--- src/rtl/sc_stat_pkg.sv ---
package sc_stat_pkg;
    localparam int STAT_W   = 3;
    localparam int BIT_TDRE = 0;
    localparam int BIT_PER  = 1;
    localparam int BIT_ERS  = 2;

    typedef struct packed {
        logic flag;
        logic armed;
    } armed_flag_t;
endpackage

--- src/rtl/sc_etu_timer.sv ---
module sc_etu_timer #(
    parameter int unsigned TGT_STD = 25,
    parameter int unsigned TGT_BLK = 23,
    parameter int unsigned TGT_GRD = 22
) (
    input  logic clk,
    input  logic rst_n,
    input  logic start,
    input  logic tick,
    input  logic guard_mode,
    input  logic block_mode,
    output logic expire
);
    localparam int unsigned TGT_M1  = (TGT_STD > TGT_BLK) ? TGT_STD : TGT_BLK;
    localparam int unsigned TGT_MAX = (TGT_M1 > TGT_GRD) ? TGT_M1 : TGT_GRD;
    localparam int unsigned CNT_W   = $clog2(TGT_MAX + 1);

    typedef struct packed {
        logic             active;
        logic [CNT_W-1:0] cnt;
    } tmr_t;

    tmr_t             s_q, s_d;
    logic [CNT_W-1:0] last_d;

    always_comb begin
        if (guard_mode)      last_d = CNT_W'(TGT_GRD - 1);
        else if (block_mode) last_d = CNT_W'(TGT_BLK - 1);
        else                 last_d = CNT_W'(TGT_STD - 1);

        s_d    = s_q;
        expire = 1'b0;
        if (start) begin
            s_d.active = 1'b1;
            s_d.cnt    = '0;
        end else if (s_q.active && tick) begin
            if (s_q.cnt == last_d) begin
                expire     = 1'b1;
                s_d.active = 1'b0;
                s_d.cnt    = '0;
            end else begin
                s_d.cnt = s_q.cnt + 1'b1;
            end
        end
    end

    always_ff @(posedge clk or negedge rst_n) begin
        if (!rst_n) s_q <= '0;
        else        s_q <= s_d;
    end
endmodule

--- src/rtl/sc_armed_flag.sv ---
module sc_armed_flag (
    input  logic clk,
    input  logic rst_n,
    input  logic set,
    input  logic rd,
    input  logic wr,
    input  logic wbit,
    output logic flag
);
    import sc_stat_pkg::*;

    armed_flag_t s_q, s_d;
    logic        clr_d;

    always_comb begin
        s_d   = s_q;
        clr_d = wr && !wbit && s_q.armed;
        if (clr_d) begin
            s_d.flag  = 1'b0;
            s_d.armed = 1'b0;
        end else if (rd && s_q.flag) begin
            s_d.armed = 1'b1;
        end
        if (set) begin
            s_d.flag  = 1'b1;
            s_d.armed = 1'b0;
        end
    end

    always_ff @(posedge clk or negedge rst_n) begin
        if (!rst_n) s_q <= '0;
        else        s_q <= s_d;
    end

    assign flag = s_q.flag;
endmodule

--- src/rtl/sc_stat_flags.sv ---
module sc_stat_flags #(
    parameter int unsigned DATA_W  = 8,
    parameter int unsigned TGT_STD = 25,
    parameter int unsigned TGT_BLK = 23,
    parameter int unsigned TGT_GRD = 22
) (
    input  logic                           clk,
    input  logic                           rst_n,
    input  logic                           half_tick,
    input  logic                           tx_start,
    input  logic                           tx_en,
    input  logic                           guard_mode,
    input  logic                           block_mode,
    input  logic                           tdr_empty,
    input  logic                           tdr_wr,
    input  logic                           err_sig,
    input  logic                           rx_valid,
    input  logic                           par_err,
    input  logic [DATA_W-1:0]              rx_byte,
    input  logic                           stat_rd,
    input  logic                           stat_wr,
    input  logic [sc_stat_pkg::STAT_W-1:0] stat_wdata,
    output logic                           tend,
    output logic                           ers_flag,
    output logic                           per_flag,
    output logic                           rx_halt,
    output logic                           rdr_load,
    output logic                           rdrf_set,
    output logic [DATA_W-1:0]              rdr_data
);
    import sc_stat_pkg::*;

    typedef struct packed {
        logic              tend;
        logic              tdre_arm;
        logic              rdr_load;
        logic              rdrf_set;
        logic [DATA_W-1:0] rdr_data;
    } top_t;

    top_t s_q, s_d;
    logic expire;
    logic per_set;
    logic accept;
    logic tend_clr;

    sc_etu_timer #(
        .TGT_STD (TGT_STD),
        .TGT_BLK (TGT_BLK),
        .TGT_GRD (TGT_GRD)
    ) u_timer (
        .clk        (clk),
        .rst_n      (rst_n),
        .start      (tx_start),
        .tick       (half_tick),
        .guard_mode (guard_mode),
        .block_mode (block_mode),
        .expire     (expire)
    );

    sc_armed_flag u_per (
        .clk   (clk),
        .rst_n (rst_n),
        .set   (per_set),
        .rd    (stat_rd),
        .wr    (stat_wr),
        .wbit  (stat_wdata[BIT_PER]),
        .flag  (per_flag)
    );

    sc_armed_flag u_ers (
        .clk   (clk),
        .rst_n (rst_n),
        .set   (err_sig),
        .rd    (stat_rd),
        .wr    (stat_wr),
        .wbit  (stat_wdata[BIT_ERS]),
        .flag  (ers_flag)
    );

    always_comb begin
        accept   = rx_valid && !per_flag;
        per_set  = accept && par_err;
        tend_clr = tdr_wr || (stat_wr && !stat_wdata[BIT_TDRE] && s_q.tdre_arm);

        s_d          = s_q;
        s_d.rdr_load = accept;
        s_d.rdrf_set = accept && !par_err;
        if (accept) s_d.rdr_data = rx_byte;

        if (tend_clr)                    s_d.tdre_arm = 1'b0;
        else if (stat_rd && tdr_empty)   s_d.tdre_arm = 1'b1;

        if (!tx_en && !ers_flag)         s_d.tend = 1'b1;
        else if (tend_clr)               s_d.tend = 1'b0;
        else if (expire && !ers_flag && tdr_empty) s_d.tend = 1'b1;
    end

    always_ff @(posedge clk or negedge rst_n) begin
        if (!rst_n) begin
            s_q      <= '0;
            s_q.tend <= 1'b1;
        end else begin
            s_q <= s_d;
        end
    end

    assign tend     = s_q.tend;
    assign rx_halt  = per_flag;
    assign rdr_load = s_q.rdr_load;
    assign rdrf_set = s_q.rdrf_set;
    assign rdr_data = s_q.rdr_data;
endmodule

--- config.mk ---
export PLATFORM = sky130hd
export DESIGN_NAME = sc_stat_flags
export DESIGN_NICKNAME = d
export VERILOG_FILES = /design/src/rtl/sc_stat_pkg.sv /design/src/rtl/sc_etu_timer.sv /design/src/rtl/sc_armed_flag.sv /design/src/rtl/sc_stat_flags.sv
export SDC_FILE = /design/constraint.sdc
export NUM_CORES = 1
export LEC_CHECK = 0
export BUFFER_PORTS_ARGS = -buffer_cell sky130_fd_sc_hd__buf_4
export CAP_MARGIN = 20
export CORE_MARGIN = 4
export CORE_UTILIZATION = 35
export CTS_BUF_LIST = sky130_fd_sc_hd__clkbuf_8
export DETAILED_ROUTE_END_ITERATION = 8
export PLACE_DENSITY = 0.56
export SYNTH_ARGS = -nofsm -noshare
export SYNTH_HDL_FRONTEND = slang
export SYNTH_SLANG_ARGS = --single-unit
--- constraint.sdc ---
create_clock -name clk -period 2.1 [get_ports clk]
set_clock_uncertainty 0.05 [all_clocks]
set_input_delay 0.105 -clock clk [delete_from_list [all_inputs] [get_ports clk]]
set_output_delay 0.105 -clock clk [all_outputs]
set_load 0.02 [all_outputs]
## Word-level counts from Yosys, hierarchy flattened

Index checks and enable logic that the tools add are counted.
W data, S select, Z words.

| cells by class | value |
|---|---|
| add/sub/neg operators | 1 |
| eq/ne operators | 1 |
| muxes and demuxes | 22 |
| reductions and logical operators | 33 |

Operator list:

| kind | count |
|---|---|
| $logic_and A1 B1 Y1 | 16 |
| $mux W1 | 15 |
| $mux W6 | 2 |
| $reduce_bool A2 Y1 | 5 |
| $reduce_bool A3 Y1 | 3 |
| $mux W4 | 2 |
| $logic_not A1 Y1 | 7 |
| $add A5 B1 Y5 const B | 1 |
| $eq A5 B5 Y1 | 1 |
| $mux W5 | 1 |
| $mux W2 | 2 |
| $reduce_and A2 Y1 | 1 |
| $logic_or A1 B1 Y1 | 1 |

| word-level totals | value |
|---|---|
| flip-flop bits (word level) | 22 |
| input port bits | 25 |
| output and inout bits | 14 |
| word-level logic and storage cells | 68 |

## Depth between registers and ports, before layout

| logic depth | value |
|---|---|
| depth in word-level cells | 11 |
| depth in mapped cells | 5 |

## By module

A second synthesis with hierarchy kept.

| unflattened totals | value |
|---|---|
| cells, all modules | 99 |
| area total of the unflattened synthesis | 1176.1 sq um |

By module, submodules not included:

| module | instances | cells each | area each (sq um) | seq. area each (sq um) |
|---|---|---|---|---|
| sc_stat_flags | 1 | 40 | 575.6 | 301.5 |
| sc_etu_timer | 1 | 41 | 392.9 | 150.1 |
| sc_armed_flag | 2 | 9 | 103.8 | 50.0 |

## Worst setup path after synthesis

Ideal clock, no wire load.

| path | value |
|---|---|
| kind | register to register |
| from | reg u_timer.s_q[2] (netlist bit) |
| to | reg u_timer.s_q[3] (netlist bit) |
| arrival | 1429 ps |
| setup slack | 494 ps |
| cell stages (with the launch flop) | 5 |
| cells stage by stage | dfrtp_1 or4b_1 o21ai_2 a31oi_1 a311o_1 |

| between the ends | value |
|---|---|
| cells in the longest elaborated chain, start to end | 4 |
| elaborated cells between the ends (all ways) | 5 |
| those cells by class | 1 x add/sub; 1 x eq/ne; 3 x mux |

Ends and longest elaborated chain:

| what | line | text |
|---|---|---|
| start: declaration | sc_etu_timer.sv:23 | `tmr_t s_q, s_d;` |
| start signal: assignment | sc_etu_timer.sv:48 | `if (!rst_n) s_q <= '0;` |
| start signal: assignment | sc_etu_timer.sv:49 | `else s_q <= s_d;` |
| $add A5 B1 Y5 / $eq A5 B5 Y1 (equally long branches) | sc_etu_timer.sv:42, sc_etu_timer.sv:37 |  |
| $mux W5 (*) | sc_etu_timer.sv:37 | `if (s_q.cnt == last_d) begin` |
| $mux W6 (*) | sc_etu_timer.sv:36 | `end else if (s_q.active && tick) begin` |
| $mux W6 (*) | sc_etu_timer.sv:33 | `if (start) begin` |

Mark *: on every way between the ends. The rest lies on a longest branch, timed or not. The select of a mux whose other input is x is not followed.
A chain may end at the register's enable or synchronous reset.

## Worst setup path after layout

Ends and elaborated chain as after synthesis.

==> flow_summary.json <==
{
  "use_met3": 0.0333,
  "worstHoldStart": "rx_byte[6]",
  "min_period_over_period": 0.812,
  "crit_path_start": "u_timer.s_q[2]",
  "die-area_mm2": 0.00407,
  "drive_gt1_frac": 0.430,
  "max_stage_delay_ps": 500,
  "pre_cts_ws_ps": 401,
  "synth-seq-cells": 22,
  "combPwrFrac": 0.346,
  "cp_data_required_time_ps": 2200,
  "hold_class": "in -> reg",
  "slew_headroom": 0.650,
  "holdBufCountCts": 5,
  "critPathTopFamily": "compound AO/OA/AOI/OAI gates",
  "grt_use_met2": 0.190,
  "yosysTopAreaCell": "dfrtp_1",
  "yosys.area.top_type_share": 0.483,
  "drv_slew": 0,
  "max_cap_violations": 0,
  "num_io_pins": 39,
  "cp.arrival_ps": 1810,
  "peakVddDrop_uv": 553,
  "busiest_layer": "met2",
  "crit_path_top_delay_cell": "or4b_1",
  "rrSetupSlack_ps": 390,
  "drt_iter0_markers": 24,
  "fill_cells": 270,
  "fin_crit_ps": 1710,
  "cts_resized": 0,
  "crit_path_start_kind": "flip-flop",
  "grt_max_degree": 23,
  "crit_type": "reg -> reg",
  "cts.sinks": 22,
  "async_flop_share": 1.00,
  "cp_num_buf_inv": 0,
  "hold_slack_ps": 20.6,
  "gr-usage-all-layers": 0.123,
  "nets": 162,
  "synth_area_leaders": "dfrtp_1 (48%), mux2_2 (8.3%), buf_4 (6.2%), a21oi_1 (3.2%), dfstp_2 (2.4%)",
  "numCtsBuffers": 3,
  "cts_tree": "done",
  "p_seq_frac": 0.395,
  "num_rows": 19,
  "areaGrowthSynthToFinish_pct": 34.4,
  "intPower_w": 0.00106,
  "power.leakage_nw": 0.669,
  "worst-path-max-fanout": 7,
  "r2r-start": "u_timer.s_q[2]",
  "globalplace.congestion": 0.832,
  "worst_pin_slew_ps": 521,
  "hpwl_um": 1680,
  "ys_types": 34,
  "die-height_um": 63.8,
  "postLayoutCellArea_mm2": 0.00146,
  "gr-total-overflow": 0,
  "dr_total_vias": 875,
  "port_buffers": 38,
  "avgSynthCellArea_um2": 11.0,
  "fmax_ghz": 0.586,
  "ys_warn_count": 0,
  "drc": 0,
  "ant_nets": 0,
  "clock_latency_ps": 260,
  "cts_buffer_depth": 2,
  "layout_commonest_cell": "buf_4",
  "die-width_um": 63.8,
  "layout_common_cells": "buf_4 (39), dfrtp_1 (21), mux2_2 (8)",
  "grt_pass1_vias": 874,
  "cts_root_buf": "clkbuf_8",
  "worstPathCellList": "or4b_1, o21ai_2, a31oi_1, a311o_1",
  "worstSetupEndpointType": "flip-flop",
  "syn_inst": 99,
  "reg2regPathDepth": 4,
  "switchingPower_w": 0.000466,
  "cts_setup_buffers": 0,
  "min_to": "rdr_data[6]",
  "initial_core_util": 0.382,
  "rsz0062_at_grt": "false",
  "dpl_cell_area_mm2": 0.00134,
  "clk_pin_slew_ps": 80,
  "grt_pass1_wl_um": 4010,
  "drt-total-wl_um": 2310,
  "dr.pass1.iters": 4,
  "htreeDepth": 1,
  "final-hold-violation-count": 0,
  "antenna_found_initial": 0,
  "ys.flop_type": "dfrtp_1",
  "power_density_mw_per_mm2": 1040,
  "diodes": 0,
  "wl_per_cell_um": 13.9,
  "synth_edf_count": 0,
  "switching_share": 0.305,
  "reg2reg_to": "u_timer.s_q[3]",
  "instances_no_fill": 166,
  "status": "finished clean",
  "min_path_cells": 2,
  "placedCellCount": 157,
  "setup_slack_ps": 395,
  "clkPwrFrac": 0.259,
  "viasPerCell": 5.27,
  "setup_viol": 0,
  "seq_area_frac_synth": 0.507,
  "synth_area_mm2": 0.00109,
  "synthesis.nets": 125,
  "core_area_mm2": 0.00285,
  "use_met1": 0.161,
  "tns_ps": 0
}
-- cell usage after synthesis (all sizes together) (2+ instances only) --
cell and instances:
dfrtp 21, buf 9, mux2 8, a21oi 7, nand2 7, nand3 5, inv 4, o21ai 4
a31o 3, clkbuf 3, nand3b 3, a21o 2, a311o 2, nand2b 2, nor2b 2
-- cells by family after synthesis --
group	after synthesis	share of synthesized area
buf+inv	16	0.0862
compound gates	24	0.160
mux	9	0.0920
simple gates	26	0.136
fa+ha+maj	1	0.0115
xor+xnor	1	0.00805
flops	22	0.507
-- stage by stage --
| stage | power [W] | utilization |
|---|---|---|
| after floorplan | 0.00101 | - |
| after global placement | 0.00114 | 0.470 |
| after detailed placement | 0.00114 | 0.470 |
| after CTS | 0.00155 | 0.513 |
| after global routing | 0.00162 | 0.513 |
| final | 0.00153 | 0.513 |
-- power by group through the flow --
stage / logic [W] / registers, W / clock network, W
2_1_floorplan: 0.000400 / 0.000614 / 0
3_3_place_gp: 0.000528 / 0.000607 / 0
3_5_place_dp: 0.000530 / 0.000612 / 0
4_1_cts: 0.000539 / 0.000606 / 0.000409
5_1_grt: 0.000569 / 0.000627 / 0.000428
6_report: 0.000529 / 0.000603 / 0.000396
-- worst register-to-register path, cell delays in order (launching register included) --
cell and delay, ps:
dfrtp_1 440, or4b_1 500, o21ai_2 150, a31oi_1 130, a311o_1 330
-- layer usage --
layer,up-vias,share of wire,routed length (um)
met4,0,0.0074,17
met2,22,0.48,1100
met5,-,0,0
met3,2,0.056,130
li1,426,-,-
met1,425,0.46,1060
-- flip-flops by register name, summed over array words and instances (netlist names) --
name	flops
rdr_data	8
u_timer.s_q	6
rdr_load	1
rdrf_set	1
s_q	1
tend	1
u_ers.flag	1
u_ers.s_q	1
u_per.flag	1
u_per.s_q	1
-- cell type report --
cell class                 count  area [um^2]  area share
sequential                    22          552       0.377
clock buffer                   3         41.3      0.0282
clock inverter                 1         30.0      0.0205
multi-input combinational     61          443       0.303
inverter                       4         15.0      0.0103
timing repair buffer          44          343       0.234
tap                           31         38.8      0.0265
-- worst max path at each step --
| stage | endpoint | slack, ps | cells after the start |
|---|---|---|---|
| after floorplan | u_timer.s_q[3] | 490 | 4 |
| after global placement | u_timer.s_q[3] | 430 | 4 |
| after detailed placement | u_timer.s_q[3] | 400 | 4 |
| after CTS | u_timer.s_q[3] | 390 | 4 |
| after global routing | u_timer.s_q[3] | 290 | 4 |
| final | u_timer.s_q[3] | 390 | 4 |
Note: power is estimated with default switching activity, not from simulation.
